===== src/rtl/oeq_pkg.sv =====
package oeq_pkg;
  localparam int CFG_W      = 8;
  localparam int FILT_W     = 5;
  localparam int EN_BIT     = 7;
  localparam int WIDE_BIT   = 6;
  localparam int PAD_W      = CFG_W - 2 - FILT_W;
  localparam int GAP_W      = FILT_W + 1;
  localparam int QUAL_COUNT = 16;

  typedef struct packed {
    logic              en;
    logic              wide;
    logic [FILT_W-1:0] ratio;
  } qcfg_t;
endpackage


===== src/rtl/oeq_cfg_reg.sv =====
module oeq_cfg_reg
  import oeq_pkg::*;
(
  input  logic             clk,
  input  logic             rst_n,
  input  logic             wr_stb,
  input  logic [CFG_W-1:0] wdata,
  input  logic             protect,
  input  logic             sel_ok,
  output qcfg_t            cfg,
  output logic [CFG_W-1:0] rdata,
  output logic             wr_take,
  output logic             clr_pulse
);
  assign wr_take = wr_stb && !protect && sel_ok;

  always_ff @(posedge clk or negedge rst_n) begin
    if (!rst_n) begin
      cfg       <= '0;
      clr_pulse <= 1'b0;
    end else begin
      clr_pulse <= wr_take;
      if (wr_take) begin
        cfg.en    <= wdata[EN_BIT];
        cfg.wide  <= wdata[WIDE_BIT];
        cfg.ratio <= wdata[FILT_W-1:0];
      end
    end
  end

  assign rdata = {cfg.en, cfg.wide, {PAD_W{1'b0}}, cfg.ratio};


  blocked_write_chk: assert property (@(posedge clk) disable iff (!rst_n)
    $past(wr_stb && (protect || !sel_ok)) |-> (cfg == $past(cfg)));
endmodule


===== src/rtl/oeq_sync.sv =====
module oeq_sync #(
  parameter int STAGES = 2
) (
  input  logic clk,
  input  logic rst_n,
  input  logic din,
  output logic level,
  output logic change
);
  localparam int TOP = STAGES - 1;

  logic [TOP:0] pipe;
  logic         held;

  generate
    if (STAGES == 1) begin : g_one
      always_ff @(posedge clk or negedge rst_n) begin
        if (!rst_n) pipe <= '0;
        else        pipe <= din;
      end
    end else begin : g_chain
      always_ff @(posedge clk or negedge rst_n) begin
        if (!rst_n) pipe <= '0;
        else        pipe <= {pipe[TOP-1:0], din};
      end
    end
  endgenerate

  always_ff @(posedge clk or negedge rst_n) begin
    if (!rst_n) held <= 1'b0;
    else        held <= pipe[TOP];
  end

  assign level  = pipe[TOP];
  assign change = pipe[TOP] ^ held;
endmodule


===== src/rtl/oeq_window.sv =====
module oeq_window
  import oeq_pkg::*;
#(
  parameter int CNT_W   = GAP_W,
  parameter int QUAL_NB = QUAL_COUNT
) (
  input  logic  clk,
  input  logic  rst_n,
  input  qcfg_t cfg,
  input  logic  restart,
  input  logic  osc_edge,
  output logic  tog,
  output logic  qual,
  output logic  accept
);
  localparam int STRK_W = $clog2(QUAL_NB + 1);
  localparam logic [CNT_W-1:0]  CNT_MAX  = '1;
  localparam logic [STRK_W-1:0] STRK_TOP = STRK_W'(QUAL_NB);

  logic [CNT_W-1:0]  cnt, ratio_x, lo, hi;
  logic [STRK_W-1:0] streak, streak_nxt;
  logic              trk, bypass, late, in_win, reref, live;

  assign ratio_x    = CNT_W'(cfg.ratio);
  assign lo         = (cfg.wide && ratio_x != '0) ? ratio_x - 1'b1 : ratio_x;
  assign hi         = cfg.wide ? ratio_x + 1'b1 : ratio_x;
  assign bypass     = (cfg.ratio == '0);
  assign late       = cnt > hi;
  assign in_win     = (cnt >= lo) && !late;
  assign live       = cfg.en && !restart;
  assign accept     = live && osc_edge && (bypass || (trk && in_win));
  assign reref      = live && !bypass && osc_edge && (!trk || late);
  assign streak_nxt = (streak == STRK_TOP) ? streak : streak + 1'b1;

  always_ff @(posedge clk or negedge rst_n) begin
    if (!rst_n) begin
      cnt    <= '0;
      trk    <= 1'b0;
      tog    <= 1'b0;
      qual   <= 1'b0;
      streak <= '0;
    end else if (!live) begin
      cnt    <= '0;
      trk    <= 1'b0;
      qual   <= 1'b0;
      streak <= '0;
      if (!cfg.en) tog <= 1'b0;
    end else if (accept) begin
      cnt    <= CNT_W'(1);
      tog    <= ~tog;
      streak <= streak_nxt;
      if (streak_nxt == STRK_TOP) qual <= 1'b1;
    end else if (reref) begin
      cnt    <= CNT_W'(1);
      trk    <= 1'b1;
      qual   <= 1'b0;
      streak <= '0;
    end else if (trk && late) begin
      trk    <= 1'b0;
      qual   <= 1'b0;
      streak <= '0;
    end else if (trk && cnt != CNT_MAX) begin
      cnt <= cnt + 1'b1;
    end
  end


  off_holds_low_chk: assert property (@(posedge clk) disable iff (!rst_n)
    !$past(cfg.en) |-> (!qual && !tog));


  toggle_needs_accept_chk: assert property (@(posedge clk) disable iff (!rst_n)
    ((tog != $past(tog)) && $past(cfg.en)) |-> $past(accept));


  qual_rise_on_accept_chk: assert property (@(posedge clk) disable iff (!rst_n)
    $rose(qual) |-> $past(accept));


  window_end_bound_chk: assert property (@(posedge clk) disable iff (!rst_n)
    trk |-> (cnt <= hi + 1'b1));
endmodule


===== src/rtl/osc_edge_qualifier.sv =====
module osc_edge_qualifier
  import oeq_pkg::*;
#(
  parameter int SYNC_STAGES = 2,
  parameter int QUAL_EDGES  = QUAL_COUNT
) (
  input  logic             clk_ref,
  input  logic             rst_n,
  input  logic             cfg_wr,
  input  logic [CFG_W-1:0] cfg_wdata,
  output logic [CFG_W-1:0] cfg_rdata,
  input  logic             wr_protect,
  input  logic             clk_sel,
  input  logic             osc_in,
  output logic             osc_out,
  output logic             osc_qual,
  output logic             lock_clr
);
  qcfg_t cfg;
  logic  wr_take, sync_lvl, sync_chg, tog, accept;

  oeq_cfg_reg u_cfg (
    .clk       (clk_ref),
    .rst_n     (rst_n),
    .wr_stb    (cfg_wr),
    .wdata     (cfg_wdata),
    .protect   (wr_protect),
    .sel_ok    (clk_sel),
    .cfg       (cfg),
    .rdata     (cfg_rdata),
    .wr_take   (wr_take),
    .clr_pulse (lock_clr)
  );

  oeq_sync #(.STAGES(SYNC_STAGES)) u_sync (
    .clk    (clk_ref),
    .rst_n  (rst_n),
    .din    (osc_in),
    .level  (sync_lvl),
    .change (sync_chg)
  );

  oeq_window #(.CNT_W(GAP_W), .QUAL_NB(QUAL_EDGES)) u_win (
    .clk      (clk_ref),
    .rst_n    (rst_n),
    .cfg      (cfg),
    .restart  (wr_take),
    .osc_edge (sync_chg),
    .tog      (tog),
    .qual     (osc_qual),
    .accept   (accept)
  );

  always_comb begin
    if (!cfg.en)              osc_out = 1'b0;
    else if (cfg.ratio == '0) osc_out = sync_lvl;
    else                      osc_out = tog;
  end


  clear_drops_qual_chk: assert property (@(posedge clk_ref) disable iff (!rst_n)
    lock_clr |-> !osc_qual);
endmodule


===== config.mk =====
export PLATFORM = sky130hd
export DESIGN_NAME = osc_edge_qualifier
export DESIGN_NICKNAME = d
export VERILOG_FILES = /design/src/rtl/oeq_pkg.sv /design/src/rtl/oeq_cfg_reg.sv /design/src/rtl/oeq_sync.sv /design/src/rtl/oeq_window.sv /design/src/rtl/osc_edge_qualifier.sv
export SDC_FILE = /design/constraint.sdc
export NUM_CORES = 1
export LEC_CHECK = 0
export ABC_AREA = 1
export BUFFER_PORTS_ARGS = -buffer_cell sky130_fd_sc_hd__clkbuf_2
export CORE_MARGIN = 3
export CORE_UTILIZATION = 54
export CTS_BUF_LIST = sky130_fd_sc_hd__clkbuf_2 sky130_fd_sc_hd__clkbuf_4 sky130_fd_sc_hd__clkbuf_8
export CTS_CLUSTER_SIZE = 30
export DETAILED_ROUTE_END_ITERATION = 10
export PLACE_DENSITY = 0.78
export SLEW_MARGIN = 20
export SYNTH_ARGS = -nofsm -noshare
export SYNTH_HDL_FRONTEND = slang
export SYNTH_SLANG_ARGS = --single-unit

===== constraint.sdc =====
create_clock -name clk_ref -period 2.9 [get_ports clk_ref]
set_clock_uncertainty 0.15 [all_clocks]
set_input_delay 0.29 -clock clk_ref [delete_from_list [all_inputs] [get_ports clk_ref]]
set_output_delay 0.29 -clock clk_ref [all_outputs]
set_load 0.03 [all_outputs]

==> results.toml, run 1 <==
[global_routing]
grt_pass1_wl_um = 6420
grt_pass1_vias = 1447
grt_max_degree = 26
antenna_found_initial = 0
grt-ovfl-total = 0
globalRouteTotalUtil = 0.194

[worst_setup_path]
arrival_ns = 2.90
endpoint = "u_win.cnt[4]"
crit_fanout = 8
rr_startpoint = "u_cfg.cfg[0]"
worst_ep_required_time_ns = 3.03
reg2reg_slack_ns = 0.13
crit_start = "u_cfg.cfg[0]"
crit_top_cell = "nand2_4"
cp_cell_sequence = "inv_4, ha_4, nand2_4, nor2_4, inv_2, nand2_4, nor4_4, nand3_1, ha_1, a21o_1, nor2_1, nand2_2, nand3_4, nand2_4, nand2_8, buf_6, buf_6, nand4_1, nand2_1"
worst_path_max_delay_cell = "dfrtp_2"
endpoint_kind = "flop"
r2r_cells = 19
critical_path_class = "flop to flop"
startpoint_type = "flop"
slowest_delay_ns = 0.42
r2r-end = "u_win.cnt[4]"

[route]
wl_per_cell_um = 12.7
postRouteAntennaNets = 0
drt_iter0_markers = 70
viasPerCell = 5.07
vias = 1597
drc_errors = 0
top_layer = "met4"
dr_wl_met3_um = 197
met2WireLength_um = 1970
routed_wl_um = 4010
dr.pass1.iters = 4
drt-met1-wl_um = 1810

[place]
port_buffers = 22
gp_congestion = 0.803
hpwl_um = 2790
dpl_cell_area_mm2 = 0.00204

[finish]
finalInstanceArea_mm2 = 0.00227
regArea_um2 = 628
fin_nets = 303
n_fill_cell = 257
drive_gt1_frac = 0.303
final_cell_mix = "55 x nand2_1, 23 x dfrtp_1, 22 x clkbuf_2, 21 x inv_1, 15 x xor2_1"
syn2layout_area_growth_pct = 22.1
final_common_cell = "nand2_1"
multiInputGateArea_mm2 = 0.00120
n_antenna_cell = 0

[logic_synthesis]
post-synth-top-area-cell = "dfrtp_1"
synth_seq_cells = 25
ys_types = 31
synth_ff_type = "dfrtp_1"
netlist_area_mm2 = 0.00186
synthArstFlopShare = 1.00
syn_area_per_cell_um2 = 7.98
synth_edf_count = 0
synth_nets = 264
ys_seq_area_frac = 0.336
ys_top_cells_by_area = "dfrtp_1 34%, nand2_1 12%, ha_1 11%"
syn_inst = 233
synth_top_area_frac = 0.336
ys_warn_count = 0

[power_and_ir_drop]
p_clk_frac = 0.150
leakage_nw = 1.13
power.density_mw_per_mm2 = 482
power_switching_w = 0.000472
p_comb_frac = 0.461
pwr-share-seq = 0.389
power_w = 0.00110
p_int_w = 0.000624
ir_worst_vdd_uv = 352
switching_share = 0.431

[run]
max_cap_violations = 0

[sta]
hold_viol = 0
rsz0062_at_grt = "yes"
max_slew.worst_pin.slew_ns = 0.607
slew_viol_final = 0
maxSlewHeadroom = 0.595
fin_crit_sh = 0.954
fmax_ghz = 0.361
min_period_ns = 2.77
setup_viol = 0
finalHoldWorstSlack_ns = 0.0121

[floorplan]
initial_core_util = 0.585
dieArea_mm2 = 0.00418
dieHeight_um = 64.7
rows = 20
pin_count = 25
die_x_um = 64.7
core_area_mm2 = 0.00318

[clock_network]
cts_made_buffers = 3
cts_sinks = 25
clock_latency_ns = 0.32
path_clk_slew_ns = 0.15
clockBufferDepth = 2
htree_levels = 1
clockRootBuffer = "clkbuf_4"
cts_tree = "done"

[worst_hold_path]
worstHoldPathType = "primary input to flop"

[outcome]
outcome = "completed"
## Yosys cell counts, types with 2 or more instances
| cell type | n |
|---|---|
| nand3_1 | 14 |
| xnor2_1 | 2 |
| dfrtp_1 | 25 |
| nand2_1 | 58 |
| inv_1 | 22 |
| xor2_1 | 15 |
| clkbuf_1 | 2 |
| nand3b_1 | 2 |
| or2_1 | 4 |
| nor2_1 | 13 |
| nor2_4 | 4 |
| inv_2 | 6 |
| nand3_2 | 3 |
| nand4_1 | 7 |
| ha_1 | 17 |
| a21oi_1 | 7 |
| o21ai_1 | 4 |
| o21ai_0 | 7 |
| nor2_2 | 3 |
| nand2_4 | 2 |
| nand2_2 | 6 |
## how the worst min path moves through the flow
stage / start / endpoint / slack, ns / depth (start not counted)
2_1_floorplan: rst_n / u_cfg.cfg[0] / -0.16 / 0
3_3_place_gp: u_sync.pipe[0] / u_sync.pipe[1] / 0.18 / 0
3_5_place_dp: rst_n / u_win.cnt[5] / 0.19 / 1
4_1_cts: cfg_wdata[7] / u_cfg.cfg[6] / 0.008 / 3
5_1_grt: cfg_wdata[7] / u_cfg.cfg[6] / 0.01 / 3
6_report: cfg_wdata[7] / u_cfg.cfg[6] / 0.01 / 3
## logic make-up (layout without fill, tap and decap cells)
family	count (synthesis)	count (layout)	synth area share
compound gates	20	20	0.0565
xor+xnor	17	17	0.0801
fa+ha+maj	17	17	0.114
buf+inv	33	71	0.0754
flops	25	25	0.336
mux	1	1	0.00606
other cells	1	1	0.00202
simple gates	119	119	0.329
## power by group through the flow
stage          logic [W]  clock network, W  registers (W)
2_1_floorplan   0.000287                 0       0.000453
3_3_place_gp    0.000411                 0       0.000427
3_5_place_dp    0.000425                 0       0.000428
4_1_cts         0.000431          0.000168       0.000422
5_1_grt         0.000567          0.000183       0.000431
6_report        0.000505          0.000164       0.000426
## state kept, by name (all words and copies together), names as in the netlist
register / flops
u_cfg.cfg: 7
u_cfg.clr_pulse: 1
u_sync.held: 1
u_sync.pipe: 2
u_win.cnt: 6
u_win.qual: 1
u_win.streak: 5
u_win.tog: 1
u_win.trk: 1
## layout make-up
type	instances	share of cell area
Multi-Input combinational cell	175	0.528
Tap cell	44	0.0242
Inverter	28	0.0474
Sequential cell	25	0.277
Clock buffer	3	0.00992
Timing Repair Buffer	39	0.110
Clock inverter	1	0.00331
## through the flow
step	setup slack [ns]	utilization	setup TNS [ns]	instances
after floorplan	0.0624	-	0	233
after global placement	0.132	0.641	0	300
after detailed placement	0.0518	0.641	0	300
after global routing	-0.0696	0.715	-0.514	315
after CTS	0.0155	0.657	0	306
final	0.132	0.715	0	315
## per-layer routing
| metal | vias up | global-route usage |
|---|---|---|
| met4 | 0 | 0.0554 |
| met5 | - | 0 |
| met2 | 49 | 0.330 |
| met3 | 4 | 0.0225 |
| li1 | 818 | - |
| met1 | 726 | 0.260 |
## critical path: cells and delay by family (launching register included)
family                   cells  cell delay (ns)
AND/OR/NAND/NOR             12             1.13
adder cells (fa/ha/maj)      2             0.49
flip-flops                   1             0.42
buffers and inverters        4             0.37
AO/OA/AOI/OAI                1             0.16
## what timing repair did
action / 4_1_cts / 5_1_grt
endpoints found under the setup margin: 0 / 14
resized for setup: 0 / 27
buffers inserted: 0 / 10
hold buffers: 2 / 0
endpoints found under the hold margin: 26 / 0
Note: power is estimated with default switching activity, not from simulation.
==> run 2: changes to the inputs <==
- ABC_AREA: 1 -> default
- PLACE_DENSITY: 0.78 -> 0.79
==> results.toml, run 2 <==
[global_routing]
grt_pass1_vias = 1554
grt_pass1_wl_um = 6860
antenna_found_initial = 0
globalRouteTotalUtil = 0.212
grt-ovfl-total = 0
grt_max_degree = 26

[clock_network]
clockBufferDepth = 2
cts_tree = "done"
cts_made_buffers = 3
cts_sinks = 25
clock_latency_ns = 0.32
path_clk_slew_ns = 0.14
htree_levels = 1
clockRootBuffer = "clkbuf_4"

[floorplan]
die_x_um = 63.4
rows = 20
pin_count = 25
core_area_mm2 = 0.00310
dieArea_mm2 = 0.00402
initial_core_util = 0.573
dieHeight_um = 63.4

[route]
drc_errors = 0
vias = 1722
top_layer = "met4"
met2WireLength_um = 2410
wl_per_cell_um = 15.6
drt-met1-wl_um = 2140
viasPerCell = 5.65
routed_wl_um = 4770
dr_wl_met3_um = 147
postRouteAntennaNets = 0
dr.pass1.iters = 4
drt_iter0_markers = 74

[logic_synthesis]
post-synth-top-area-cell = "dfrtp_1"
synth_nets = 235
netlist_area_mm2 = 0.00178
synthArstFlopShare = 1.00
ys_types = 50
syn_area_per_cell_um2 = 8.72
ys_seq_area_frac = 0.352
synth_seq_cells = 25
synth_top_area_frac = 0.352
ys_top_cells_by_area = "dfrtp_1 35%, ha_1 12%, nand2_1 7.2%"
synth_edf_count = 0
ys_warn_count = 0
syn_inst = 204
yosysMostFrequentCell = "nand2_1"
synth_ff_type = "dfrtp_1"
synth_top_cells_by_count = "34 x nand2_1, 25 x dfrtp_1, 17 x ha_1"

[power_and_ir_drop]
pwr-share-seq = 0.362
ir_worst_vdd_uv = 294
p_int_w = 0.000695
power_w = 0.00114
power_switching_w = 0.000443
switching_share = 0.390
p_clk_frac = 0.140
leakage_nw = 1.09
p_comb_frac = 0.498
power.density_mw_per_mm2 = 465

[worst_setup_path]
crit_fanout = 5
endpoint = "u_win.streak[4]"
rr_startpoint = "u_cfg.cfg[0]"
cpLargestDelayFamily = "simple AND/OR/NAND/NOR gates"
cp_cell_sequence = "buf_4, buf_6, ha_4, nand4_1, xor2_1, ha_1, and4_4, and4_1, a41oi_2, buf_6, o31a_1, or3_1, o21ai_1"
arrival_ns = 3.09
crit_start = "u_cfg.cfg[0]"
worst-path-stages = 13
critical_path_class = "flop to flop"
slowest_delay_ns = 0.40
startpoint_type = "flop"
reg2reg_slack_ns = -0.08
worst_ep_required_time_ns = 3.01
r2r_cells = 13
crit_buf_inv = 3
endpoint_kind = "flop"
worst_path_max_delay_cell = "dfrtp_2"
crit_top_cell = "buf_6"
r2r-end = "u_win.streak[4]"

[sta]
slew_viol_final = 0
min_period_ns = 2.98
setup_viol = 5
max_slew.worst_pin.slew_ns = 0.645
setup_ws_ns = -0.0805
fin_crit_sh = 1.03
hold_viol = 0
maxSlewHeadroom = 0.570
rsz0062_at_grt = "yes"
fmax_ghz = 0.336

[worst_hold_path]
worstHoldPathType = "primary input to flop"

[finish]
final_cell_mix = "32 x nand2_1, 26 x buf_4, 22 x clkbuf_2, 20 x dfrtp_1"
fin_nets = 293
final_common_cell = "nand2_1"
fin_util = 0.789
syn2layout_area_growth_pct = 37.6
multiInputGateArea_mm2 = 0.00126
regArea_um2 = 632
n_fill_cell = 221
reg_top3 = "u_cfg.cfg (7), u_win.cnt (6), u_win.streak (5)"
n_antenna_cell = 0
max_flop_register = "u_cfg.cfg"
largest_register_ffs = 7
drive_gt1_frac = 0.379

[place]
gp_congestion = 0.816
port_buffers = 22
pre_cts_ws_ns = -0.137
hpwl_um = 2920

[outcome]
violations = "negative setup slack"
outcome = "complete, but fails checks"

[run]
max_cap_violations = 0
==> run 2: kinds of logic (layout without fill, tap and decap cells) <==
group,count (synthesis),count (layout),share of synthesized area
AO/OA/AOI/OAI,39,39,0.150
XOR/XNOR,12,12,0.0633
adder cells (fa/ha/maj),17,17,0.120
buffers and inverters,16,73,0.0387
flip-flops,25,25,0.352
multiplexers,1,1,0.00563
other,1,1,0.00211
AND/OR/NAND/NOR,93,93,0.269
==> run 2: final cells by class <==
cell class	instances	share of cell area
multi-input combinational	163	0.516
tap	44	0.0225
clock inverter	1	0.00204
sequential	25	0.258
clock buffer	3	0.00920
inverter	8	0.0133
timing repair buffer	61	0.179
==> run 2: worst min-delay path, cell delays in order <==
cell,delay [ns]
clkbuf_2,0.08
nand2_1,0.04
o21ai_0,0.06
==> run 2: metal layers <==
metal,vias up,global-route usage
met5,-,0
met4,0,0.0593
met3,9,0.0267
met2,41,0.364
met1,825,0.279
li1,847,-
==> run 2: worst min-delay path by stage <==
stage                     end      startpoint  slack, ns  cells after the start
2_1_floorplan    u_cfg.cfg[0]           rst_n      -0.16                      0
5_1_grt          u_cfg.cfg[0]    cfg_wdata[0]       0.02                      3
3_3_place_gp   u_sync.pipe[1]  u_sync.pipe[0]       0.18                      0
4_1_cts          u_cfg.cfg[0]    cfg_wdata[0]      0.005                      3
6_report         u_cfg.cfg[1]    cfg_wdata[1]       0.01                      3
3_5_place_dp     u_win.cnt[5]           rst_n       0.19                      1
==> run 2: stage by stage <==
step           std cells  hold slack, ns  area [µm²]  TNS (ns)
2_1_floorplan        204          -0.156        1820    -0.340
3_3_place_gp         279           0.184        2060   -0.0745
3_5_place_dp         279           0.185        2060    -0.428
4_1_cts              294         0.00531        2210   -0.0454
5_1_grt              305          0.0172        2450     -1.21
6_report             305          0.0119        2450    -0.193
==> run 2: power groups by stage <==
stage	combinational (W)	clock (W)	sequential (W)
3_3_place_gp	0.000400	0	0.000411
2_1_floorplan	0.000243	0	0.000444
6_report	0.000567	0.000159	0.000412
5_1_grt	0.000611	0.000175	0.000416
3_5_place_dp	0.000409	0	0.000413
4_1_cts	0.000441	0.000161	0.000407
==> run 2: timing repair <==
item,CTS,global route
hold buffers,5,1
endpoints found under the hold margin,29,1
gates resized for setup,5,34
endpoints found under the setup margin,7,13
gates cloned,0,1
pin swaps,9,23
buffers inserted,6,9
